File: src/rtl/rs_pkg.sv
package rs_pkg;
    typedef enum logic [1:0] {
        ST_FREE = 2'd0,
        ST_WAIT = 2'd1,
        ST_RDY  = 2'd2
    } rs_state_e;
endpackage

File: src/rtl/rs_pick.sv
module rs_pick #(
    parameter int N  = 4,
    parameter int IW = 2
) (
    input  logic [N-1:0]  req,
    output logic [N-1:0]  gnt,
    output logic          any,
    output logic [IW-1:0] idx
);
    // lowest index wins: scan downwards so the last hit is the lowest
    always_comb begin
        gnt = '0;
        any = 1'b0;
        idx = '0;
        for (int i = N - 1; i >= 0; i--) begin
            if (req[i]) begin
                gnt    = '0;
                gnt[i] = 1'b1;
                any    = 1'b1;
                idx    = IW'(i);
            end
        end
    end
endmodule

File: src/rtl/rs_slot.sv
module rs_slot
    import rs_pkg::*;
#(
    parameter int TAG_W  = 4,
    parameter int DATA_W = 16,
    parameter int OP_W   = 4
) (
    input  logic              clk,
    input  logic              rst_n,
    input  logic              flush,
    input  logic              alloc,
    input  logic [OP_W-1:0]   a_op,
    input  logic [TAG_W-1:0]  a_dst,
    input  logic [TAG_W-1:0]  a_t1,
    input  logic [DATA_W-1:0] a_v1,
    input  logic [TAG_W-1:0]  a_t2,
    input  logic [DATA_W-1:0] a_v2,
    input  logic              bus_valid,
    input  logic [TAG_W-1:0]  bus_tag,
    input  logic [DATA_W-1:0] bus_value,
    input  logic              grant,
    output logic              busy,
    output logic              ready,
    output logic [OP_W-1:0]   e_op,
    output logic [TAG_W-1:0]  e_dst,
    output logic [DATA_W-1:0] e_v1,
    output logic [DATA_W-1:0] e_v2
);
    rs_state_e         state_q, state_d;
    logic [OP_W-1:0]   op_q, op_d;
    logic [TAG_W-1:0]  dst_q, dst_d, t1_q, t1_d, t2_q, t2_d;
    logic [DATA_W-1:0] v1_q, v1_d, v2_q, v2_d;
    logic              hit;

    assign hit = bus_valid && (bus_tag != '0);

    // operand fields: load at alloc (with bus bypass), else snoop the bus
    always_comb begin
        op_d  = op_q;
        dst_d = dst_q;
        t1_d  = t1_q;
        t2_d  = t2_q;
        v1_d  = v1_q;
        v2_d  = v2_q;
        if (alloc) begin
            op_d  = a_op;
            dst_d = a_dst;
            if (hit && a_t1 != '0 && a_t1 == bus_tag) begin
                t1_d = '0;
                v1_d = bus_value;
            end else begin
                t1_d = a_t1;
                v1_d = a_v1;
            end
            if (hit && a_t2 != '0 && a_t2 == bus_tag) begin
                t2_d = '0;
                v2_d = bus_value;
            end else begin
                t2_d = a_t2;
                v2_d = a_v2;
            end
        end else begin
            if (hit && t1_q != '0 && t1_q == bus_tag) begin
                t1_d = '0;
                v1_d = bus_value;
            end
            if (hit && t2_q != '0 && t2_q == bus_tag) begin
                t2_d = '0;
                v2_d = bus_value;
            end
        end
    end

    // slot state machine: alloc, wake, issue, flush
    always_comb begin
        state_d = state_q;
        unique case (state_q)
            ST_FREE: if (alloc) state_d = (t1_d == '0 && t2_d == '0) ? ST_RDY : ST_WAIT;
            ST_WAIT: if (t1_d == '0 && t2_d == '0) state_d = ST_RDY;
            ST_RDY:  if (grant) state_d = ST_FREE;
            default: state_d = ST_FREE;
        endcase
        if (flush) state_d = ST_FREE;
    end

    always_ff @(posedge clk or negedge rst_n) begin
        if (!rst_n) begin
            state_q <= ST_FREE;
        end else begin
            state_q <= state_d;
        end
    end

    always_ff @(posedge clk or negedge rst_n) begin
        if (!rst_n) begin
            op_q  <= '0;
            dst_q <= '0;
            t1_q  <= '0;
            t2_q  <= '0;
            v1_q  <= '0;
            v2_q  <= '0;
        end else begin
            op_q  <= op_d;
            dst_q <= dst_d;
            t1_q  <= t1_d;
            t2_q  <= t2_d;
            v1_q  <= v1_d;
            v2_q  <= v2_d;
        end
    end

    // outputs
    always_comb begin
        busy  = (state_q != ST_FREE);
        ready = (state_q == ST_RDY);
        e_op  = op_q;
        e_dst = dst_q;
        e_v1  = v1_q;
        e_v2  = v2_q;
    end

    AST_WAKE_SRC1: assert property (@(posedge clk) disable iff (!rst_n)
        (state_q == ST_WAIT && t1_q != '0 && bus_valid && bus_tag == t1_q && !flush)
        |=> (t1_q == '0 && v1_q == $past(bus_value)));
    AST_BYPASS_SRC2: assert property (@(posedge clk) disable iff (!rst_n)
        (alloc && a_t2 != '0 && bus_valid && bus_tag == a_t2)
        |=> (t2_q == '0 && v2_q == $past(bus_value)));
    AST_FREE_ON_GRANT: assert property (@(posedge clk) disable iff (!rst_n)
        grant |=> !busy);
    AST_NO_IDLE_WAKE: assert property (@(posedge clk) disable iff (!rst_n)
        (state_q == ST_WAIT && !(bus_valid && bus_tag != '0) && !alloc && !flush)
        |=> ($stable(t1_q) && $stable(t2_q)));
endmodule

File: src/rtl/rs_array.sv
module rs_array #(
    parameter int N_ENT  = 4,
    parameter int TAG_W  = 4,
    parameter int DATA_W = 16,
    parameter int OP_W   = 4,
    localparam int IDX_W = (N_ENT > 1) ? $clog2(N_ENT) : 1
) (
    input  logic              clk,
    input  logic              rst_n,
    input  logic              flush,
    input  logic              disp_valid,
    input  logic [OP_W-1:0]   disp_op,
    input  logic [TAG_W-1:0]  disp_dst,
    input  logic [TAG_W-1:0]  disp_t1,
    input  logic [DATA_W-1:0] disp_v1,
    input  logic [TAG_W-1:0]  disp_t2,
    input  logic [DATA_W-1:0] disp_v2,
    output logic              disp_full,
    input  logic              bus_valid,
    input  logic [TAG_W-1:0]  bus_tag,
    input  logic [DATA_W-1:0] bus_value,
    input  logic              iss_en,
    output logic              iss_valid,
    output logic [IDX_W-1:0]  iss_idx,
    output logic [OP_W-1:0]   iss_op,
    output logic [TAG_W-1:0]  iss_dst,
    output logic [DATA_W-1:0] iss_v1,
    output logic [DATA_W-1:0] iss_v2
);
    logic [N_ENT-1:0]  busy_vec, ready_vec, free_gnt, iss_gnt, alloc_vec, grant_vec;
    logic              free_any, alloc_fire, iss_fire;
    logic [IDX_W-1:0]  free_idx;
    logic [OP_W-1:0]   e_op  [N_ENT];
    logic [TAG_W-1:0]  e_dst [N_ENT];
    logic [DATA_W-1:0] e_v1  [N_ENT];
    logic [DATA_W-1:0] e_v2  [N_ENT];

    rs_pick #(.N(N_ENT), .IW(IDX_W)) i_free_pick (
        .req(~busy_vec), .gnt(free_gnt), .any(free_any), .idx(free_idx)
    );

    rs_pick #(.N(N_ENT), .IW(IDX_W)) i_iss_pick (
        .req(ready_vec), .gnt(iss_gnt), .any(iss_valid), .idx(iss_idx)
    );

    assign disp_full  = !free_any;
    assign alloc_fire = disp_valid && free_any && !flush;
    assign iss_fire   = iss_valid && iss_en;
    assign alloc_vec  = free_gnt & {N_ENT{alloc_fire}};
    assign grant_vec  = iss_gnt & {N_ENT{iss_fire}};

    for (genvar g = 0; g < N_ENT; g++) begin : g_slot
        rs_slot #(.TAG_W(TAG_W), .DATA_W(DATA_W), .OP_W(OP_W)) i_slot (
            .clk(clk), .rst_n(rst_n), .flush(flush),
            .alloc(alloc_vec[g]),
            .a_op(disp_op), .a_dst(disp_dst),
            .a_t1(disp_t1), .a_v1(disp_v1), .a_t2(disp_t2), .a_v2(disp_v2),
            .bus_valid(bus_valid), .bus_tag(bus_tag), .bus_value(bus_value),
            .grant(grant_vec[g]),
            .busy(busy_vec[g]), .ready(ready_vec[g]),
            .e_op(e_op[g]), .e_dst(e_dst[g]), .e_v1(e_v1[g]), .e_v2(e_v2[g])
        );
    end

    assign iss_op  = e_op[iss_idx];
    assign iss_dst = e_dst[iss_idx];
    assign iss_v1  = e_v1[iss_idx];
    assign iss_v2  = e_v2[iss_idx];

    AST_FLUSH_EMPTIES: assert property (@(posedge clk) disable iff (!rst_n)
        flush |=> (busy_vec == '0));
    AST_STALL_HOLDS: assert property (@(posedge clk) disable iff (!rst_n)
        (disp_full && disp_valid && !flush && !iss_fire)
        |=> (busy_vec == $past(busy_vec)));
    AST_ISSUE_ONEHOT: assert property (@(posedge clk) disable iff (!rst_n)
        $onehot0(iss_gnt));
    AST_ISSUE_LOWEST: assert property (@(posedge clk) disable iff (!rst_n)
        iss_valid |-> (ready_vec[iss_idx]
                       && ((ready_vec & ((N_ENT'(1) << iss_idx) - N_ENT'(1))) == '0)));
endmodule

File: config.mk
export PLATFORM = sky130hd
export DESIGN_NAME = rs_array
export DESIGN_NICKNAME = d
export VERILOG_FILES = /design/src/rtl/rs_pkg.sv /design/src/rtl/rs_pick.sv /design/src/rtl/rs_slot.sv /design/src/rtl/rs_array.sv
export SDC_FILE = /design/constraint.sdc
export NUM_CORES = 1
export LEC_CHECK = 0
export BUFFER_PORTS_ARGS = -buffer_cell sky130_fd_sc_hd__buf_2
export CORE_MARGIN = 3
export CORE_UTILIZATION = 32
export DETAILED_ROUTE_END_ITERATION = 7
export GPL_ROUTABILITY_DRIVEN = 0
export GPL_TIMING_DRIVEN = 0
export PLACE_DENSITY = 0.6
export SETUP_SLACK_MARGIN = 0.1
export SLEW_MARGIN = 0
export SYNTH_ARGS = -nofsm -noshare
export SYNTH_HDL_FRONTEND = slang
export SYNTH_SLANG_ARGS = --single-unit
export TNS_END_PERCENT = 100
File: constraint.sdc
create_clock -name clk -period 3.2 [get_ports clk]
set_clock_uncertainty 0.2 [all_clocks]
set_input_delay 0.16 -clock clk [delete_from_list [all_inputs] [get_ports clk]]
set_output_delay 0.16 -clock clk [all_outputs]
set_load 0.03 [all_outputs]
==> impl_metrics.py, run 1 <==
metrics = {
    "outcome": {
        "status": "finished, violations left",
        "violations": "design-rule violations",
    },
    "global_routing": {
        "antenna_found_initial": 0,
        "grt_pass1_wl_mm": 56.2,
        "track_usage_pct": 21.6,
        "gr-total-overflow": 0,
        "first_global_vias": 9545,
        "grt_max_degree": 115,
    },
    "clocking": {
        "root_buffer": "clkbuf_16",
        "cts_tree": "done",
        "clkSlewWorstSetupHoldPaths_ps": 70,
        "htree_levels": 4,
        "clock-sinks": 200,
        "cts_buffer_depth": 2,
        "cts_setup_buffers": 0,
        "cts_buffers": 17,
        "clkLatencyLatePin_ps": 460,
    },
    "sta": {
        "finalHoldViolCount": 0,
        "timing.final.crit_share_pct": 93.1,
        "max-slew-margin-rel_pct": 30.8,
        "finalSetupViolCount": 0,
        "worst_pin_slew_ps": 1030,
        "grt_setup_unrepaired": "true",
        "period_needed_ps": 2980,
        "drv_slew": 0,
        "fmax_mhz": 336,
        "hold_ws_ps": 28.9,
    },
    "routing": {
        "wl_met2_mm": 17.1,
        "route.met3.wl_mm": 3.06,
        "postRouteAntennaNets": 0,
        "drc": 14,
        "via_count": 9835,
        "routed_wl_mm": 37.0,
        "dr.pass1.iters": 8,
        "wl_met1_mm": 15.6,
        "viasPerCell": 5.76,
        "wl_per_cell_um": 21.7,
        "routed.top_layer": "met4",
        "dr.first_iter.drc_count": 1169,
    },
    "yosys": {
        "synthFlopType": "dfrtp_1",
        "synth_top_area_share_pct": 49.4,
        "syn-instance-count": 1096,
        "synthDistinctLibCells": 71,
        "synthTopCellsByCount": "dfrtp_1, nand2_1, o22ai_1",
        "synth_area_leaders": "dfrtp_1, nand2_1, o22ai_1",
        "syn_area_per_cell_um2": 9.24,
        "async_reset_ff_share_pct": 100,
        "synth_area_leader_cell": "dfrtp_1",
        "ys_ff_latch": 200,
        "synth_warnings": 0,
        "netlist_area_um2": 10100,
        "synth.most_common_cell": "dfrtp_1",
        "synth_nets": 1170,
        "synth-seq-area-share_pct": 49.4,
        "synth_edf_count": 0,
    },
    "power": {
        "p_leak_nw": 5.72,
        "pwr-share-comb_pct": 35.4,
        "clkPwrFrac_pct": 23.0,
        "internal_power_w": 0.00608,
        "p_per_area_nw_per_um2": 774,
        "irDropWorstVdd_uv": 454,
        "switchingPower_w": 0.00372,
        "pwr-share-seq_pct": 41.6,
        "swShare_pct": 37.9,
    },
    "critical_path": {
        "required_ps": 2840,
        "r2r_setup_slack_ps": 230,
        "r2r_cells": 7,
        "r2r-end": "g_slot[3].i_slot.e_v1[9]$_DFFE_PN0P_",
        "startpoint_type": "register",
        "r2r-start": "g_slot[0].i_slot.state_q[0]$_DFFE_PN0P_",
        "crit_fanout": 10,
        "critPathArrivalTime_ps": 2620,
        "critPathCaptureType": "output pin",
        "critPathKind": "register to output pin",
    },
    "floorplan": {
        "fp.dieArea_um2": 33800,
        "die_height_um": 184,
        "initial_core_util_pct": 32.8,
        "dieWidth_um": 184,
        "core_area_um2": 30900,
        "ios": 118,
        "rows": 64,
    },
    "place": {
        "placed_cell_area_um2": 11200,
        "place_inst": 1603,
        "io_buffers": 110,
        "post-dp-hpwl_mm": 25.9,
    },
    "layout": {
        "drive_gt1_share_pct": 17.5,
        "antenna_cells": 0,
        "nNetsFinal": 1372,
        "area_delta_synth_final_pct": 24.9,
        "layoutNonFillerInstCount": 1707,
        "design_area_um2": 12700,
    },
    "flow_run": {
        "maxCapViolations": 0,
    },
    "min_path": {
        "hold_start": "flush",
        "min_to": "g_slot[1].i_slot.state_q[1]$_DFFE_PN0P_",
        "hold-path-cell-count": 3,
        "min_path_type": "primary input to register",
    },
}
## critical path, stage by stage, from the launching register on
cell and delay [ps]:
dfrtp_1 430, nor2b_2 200, nor2_2 220, nand2_4 160, clkbuf_2 240, and2_1 200, a211oi_1 360, a31oi_2 130
buf_2 230
## power groups by stage
| stage | logic (W) | clock network, W | registers (W) |
|---|---|---|---|
| 2_1_floorplan | 0.00245 | 0 | 0.00394 |
| 3_3_place_gp | 0.00325 | 0 | 0.00407 |
| 3_5_place_dp | 0.00332 | 0 | 0.00409 |
| 4_1_cts | 0.00345 | 0.00228 | 0.00405 |
| 5_1_grt | 0.00382 | 0.00237 | 0.00417 |
| 6_report | 0.00347 | 0.00225 | 0.00407 |
## through the flow
stage / power (W) / util (%) / setup WS [ps] / TNS (ps)
3_5_place_dp: 0.00741 / 36.3 / -6.77 / -6.77
4_1_cts: 0.00977 / 40.7 / 103 / 0
6_report: 0.00980 / 40.9 / 220 / 0
3_3_place_gp: 0.00732 / 36.2 / -1850 / -366230
5_1_grt: 0.0104 / 40.9 / 51.5 / 0
2_1_floorplan: 0.00639 / - / 645 / 0
## layout make-up
type,instances,area [µm²]
Buffer,82,440
Clock buffer,18,429
Clock inverter,14,179
Fill cell,3050,18300
Inverter,82,310
Multi-Input combinational cell,732,4490
Sequential cell,200,5000
Tap cell,396,495
Timing Repair Buffer,183,1310
## layer usage
layer	track usage, %	vias to the layer above
met1	29.4	4876
met2	34.5	472
met3	4.14	80
li1	-	4407
met4	7.53	0
met5	0	-
## timing repair
item                       in CTS  in global routing
hold buffers                   72                  0
setup endpoints to repair      40                 61
cloned                          0                  0
gates resized for setup        24                 40
hold endpoints to repair      283                  0
## layout by cell type, fill, tap and decap left out, types with 6 or more instances in the layout
cell / count
a222oi_1: 48
nand4_1: 6
xnor2_1: 23
clkbuf_2: 12
nor4_1: 7
mux2_2: 8
dlygate4sd3_1: 72
nor3_1: 9
inv_1: 81
buf_2: 130
o21ai_1: 6
a31oi_1: 40
a211oi_1: 41
and2_1: 41
a21oi_1: 82
clkbuf_16: 17
o22ai_1: 91
nor2_1: 28
a22o_1: 10
o21ai_0: 20
clkbuf_1: 29
dfrtp_1: 200
nand2_1: 179
xor2_1: 15
clkbuf_4: 13
nand3_1: 7
## sequential cells by signal, indices dropped and copies added, names as in the netlist
name,count
g_slot.i_slot.e_dst,16
g_slot.i_slot.e_op,16
g_slot.i_slot.e_v1,64
g_slot.i_slot.e_v2,64
g_slot.i_slot.state_q,8
g_slot.i_slot.t1_q,16
g_slot.i_slot.t2_q,16
## how the worst max path moves through the flow
stage,startpoint,to,slack (ps),depth (start not counted)
floorplan,g_slot[0].i_slot.state_q[1]$_DFFE_PN0P_,iss_v2[10],640,7
global placement,rst_n,g_slot[1].i_slot.e_v2[4]$_DFFE_PN0P_,-1850,1
detailed placement,g_slot[0].i_slot.state_q[1]$_DFFE_PN0P_,iss_v1[9],-7,8
CTS,g_slot[2].i_slot.state_q[0]$_DFFE_PN0P_,iss_v1[11],100,7
global route,g_slot[0].i_slot.state_q[1]$_DFFE_PN0P_,iss_v1[10],50,8
finish,g_slot[0].i_slot.state_q[1]$_DFFE_PN0P_,iss_v1[10],220,8
## cells by family (layout without fill, tap and decap cells)
logic type,Yosys count,count (layout),synth area share (%)
AOI/OAI and AO/OA,370,370,24.8
muxes,9,9,1.04
DFF,200,200,49.4
and+or+nand+nor,314,314,14.5
buffers and inverters,164,379,6.77
xor gates and xnor gates,39,39,3.45
(Power assumes the default switching activity.)
==> run 2: changes to the inputs <==
--- a/config.mk
+++ b/config.mk
@@ -10,7 +10,7 @@
 export CORE_UTILIZATION = 32
 export DETAILED_ROUTE_END_ITERATION = 7
 export GPL_ROUTABILITY_DRIVEN = 0
-export GPL_TIMING_DRIVEN = 0
+export GPL_TIMING_DRIVEN = 1
 export PLACE_DENSITY = 0.6
 export SETUP_SLACK_MARGIN = 0.1
 export SLEW_MARGIN = 0
==> constraint.sdc (replaced) <==
create_clock -name clk -period 3.4 [get_ports clk]
set_clock_uncertainty 0.2 [all_clocks]
set_input_delay 0.17 -clock clk [delete_from_list [all_inputs] [get_ports clk]]
set_output_delay 0.17 -clock clk [all_outputs]
set_load 0.03 [all_outputs]
==> run 2 against run 1 <==
Against the previous run:
- the run now ends clean
- worst hold slack gained 6.1 ps
- highest routed layer unchanged
- clock power shrank 8%
- critical path depth grew 2
- combinational power shrank 3%
==> impl_metrics.py, run 2 (synthesis gave the netlist of run 1 again) <==
metrics = {
    "routing": {
        "drc": 0,
        "dr.first_iter.drc_count": 1236,
        "wl_per_cell_um": 21.0,
        "via_count": 9606,
        "viasPerCell": 5.72,
        "routed_wl_mm": 35.2,
        "dr.pass1.iters": 6,
        "postRouteAntennaNets": 0,
    },
    "global_routing": {
        "antenna_found_initial": 0,
        "track_usage_pct": 20.8,
        "grt_max_degree": 82,
        "first_global_vias": 9466,
        "gr-total-overflow": 0,
        "grt_pass1_wl_mm": 54.8,
    },
    "sta": {
        "period_needed_ps": 3200,
        "fmax_mhz": 312,
        "grt_setup_unrepaired": "false",
        "finalHoldViolCount": 0,
        "timing.final.crit_share_pct": 94.1,
        "final.setup.tns_ps": 0,
        "max-slew-margin-rel_pct": 37.6,
        "finalSetupViolCount": 0,
        "worst_pin_slew_ps": 936,
        "drv_slew": 0,
    },
    "layout": {
        "antenna_cells": 0,
        "nFillCells": 3056,
        "final_util_pct": 41.0,
        "drive_gt1_share_pct": 17.1,
        "area_delta_synth_final_pct": 25.0,
        "final_common_cell": "dfrtp_1",
        "layout_common_cells": "dfrtp_1, nand2_1, buf_2",
        "nNetsFinal": 1345,
    },
    "clocking": {
        "root_buffer": "clkbuf_16",
        "cts_tree": "done",
        "cts_setup_buffers": 0,
        "cts_buffers": 17,
        "cts_buffer_depth": 2,
        "clock-sinks": 200,
        "htree_levels": 4,
        "clkSlewWorstSetupHoldPaths_ps": 90,
        "clkLatencyLatePin_ps": 450,
    },
    "critical_path": {
        "critPathCaptureType": "register",
        "critPathArrivalTime_ps": 3390,
        "r2r_setup_slack_ps": 390,
        "r2r-start": "g_slot[1].i_slot.state_q[1]$_DFFE_PN0P_",
        "crit_fanout": 13,
        "critPathKind": "primary input to register",
        "r2r-end": "g_slot[1].i_slot.e_v2[9]$_DFFE_PN0P_",
        "r2r_cells": 7,
        "startpoint_type": "primary input",
        "required_ps": 3590,
    },
    "floorplan": {
        "rows": 64,
        "initial_core_util_pct": 32.8,
        "fp.dieArea_um2": 33800,
        "dieWidth_um": 184,
        "die_height_um": 184,
        "core_area_um2": 30900,
        "ios": 118,
    },
    "power": {
        "p_per_area_nw_per_um2": 729,
        "irDropWorstVdd_uv": 428,
        "p_leak_nw": 5.68,
    },
    "min_path": {
        "hold-path-cell-count": 4,
        "min_to": "g_slot[2].i_slot.t2_q[3]$_DFF_PN0_",
        "hold_start": "bus_valid",
        "min_path_type": "primary input to register",
    },
    "flow_run": {
        "maxCapViolations": 0,
    },
    "place": {
        "post-dp-hpwl_mm": 22.5,
        "io_buffers": 117,
    },
    "outcome": {
        "status": "finished clean",
    },
}
[run 2: cell type report]
| type | count | area (µm²) | area share (%) |
|---|---|---|---|
| clock buffers | 17 | 425 | 3.36 |
| clock inverters | 15 | 174 | 1.37 |
| inverters | 82 | 308 | 2.43 |
| multi-input cells | 732 | 4480 | 35.3 |
| flip-flops and latches | 200 | 5000 | 39.5 |
| well taps | 396 | 495 | 3.91 |
| repair buffers | 238 | 1780 | 14.1 |
[run 2: what timing repair did]
action	in CTS	in global routing
gates resized for setup	0	2
hold endpoints to repair	263	0
hold buffers	87	0
endpoints found under the setup margin	0	12
[run 2: metal layers]
metal	track usage, %	share of wire (%)	up-vias
met5	0	0	-
met4	6.17	2.2	0
met3	3.92	8.5	52
met2	33.1	46	484
met1	28.9	43	4729
li1	-	-	4341
[run 2: report_power, final]
group          switching [W]  leakage, nW  internal [W]
Sequential          0.000538         2.44       0.00328
Combinational        0.00189         2.95       0.00147
Clock                0.00106        0.285      0.000998
[run 2: how the worst max path moves through the flow]
stage	from	to	slack (ps)	cells past startpoint
3_5_place_dp	bus_tag[1]	g_slot[1].i_slot.e_v2[0]$_DFFE_PN0P_	600	7
6_report	disp_t2[0]	g_slot[2].i_slot.e_v2[12]$_DFFE_PN0P_	200	10
4_1_cts	g_slot[1].i_slot.state_q[1]$_DFFE_PN0P_	g_slot[1].i_slot.e_v2[5]$_DFFE_PN0P_	160	6
5_1_grt	g_slot[0].i_slot.state_q[1]$_DFFE_PN0P_	iss_v1[9]	130	8
3_3_place_gp	flush	g_slot[3].i_slot.state_q[0]$_DFFE_PN0P_	690	7
2_1_floorplan	g_slot[0].i_slot.state_q[1]$_DFFE_PN0P_	iss_v2[10]	830	7
[run 2: stage by stage]
step,hold WS [ps],area [µm²],std cells,setup WS (ps),total power [W]
floorplan,-326,10100,1096,835,0.00601
global placement,47.5,11200,1561,687,0.00691
detailed placement,46.1,11200,1561,604,0.00698
CTS,23.6,12700,1680,156,0.00927
global route,19.4,12700,1680,127,0.00985
finish,35.0,12700,1680,200,0.00924
[run 2: critical path, stage by stage]
cell and delay, ps:
dlygate4sd3_1 540, buf_2 190, or4_1 430, nand3_2 140, nor2_2 100, nor2_2 750, buf_4 300, a222oi_1 110
dlygate4sd3_1 590, inv_1 50
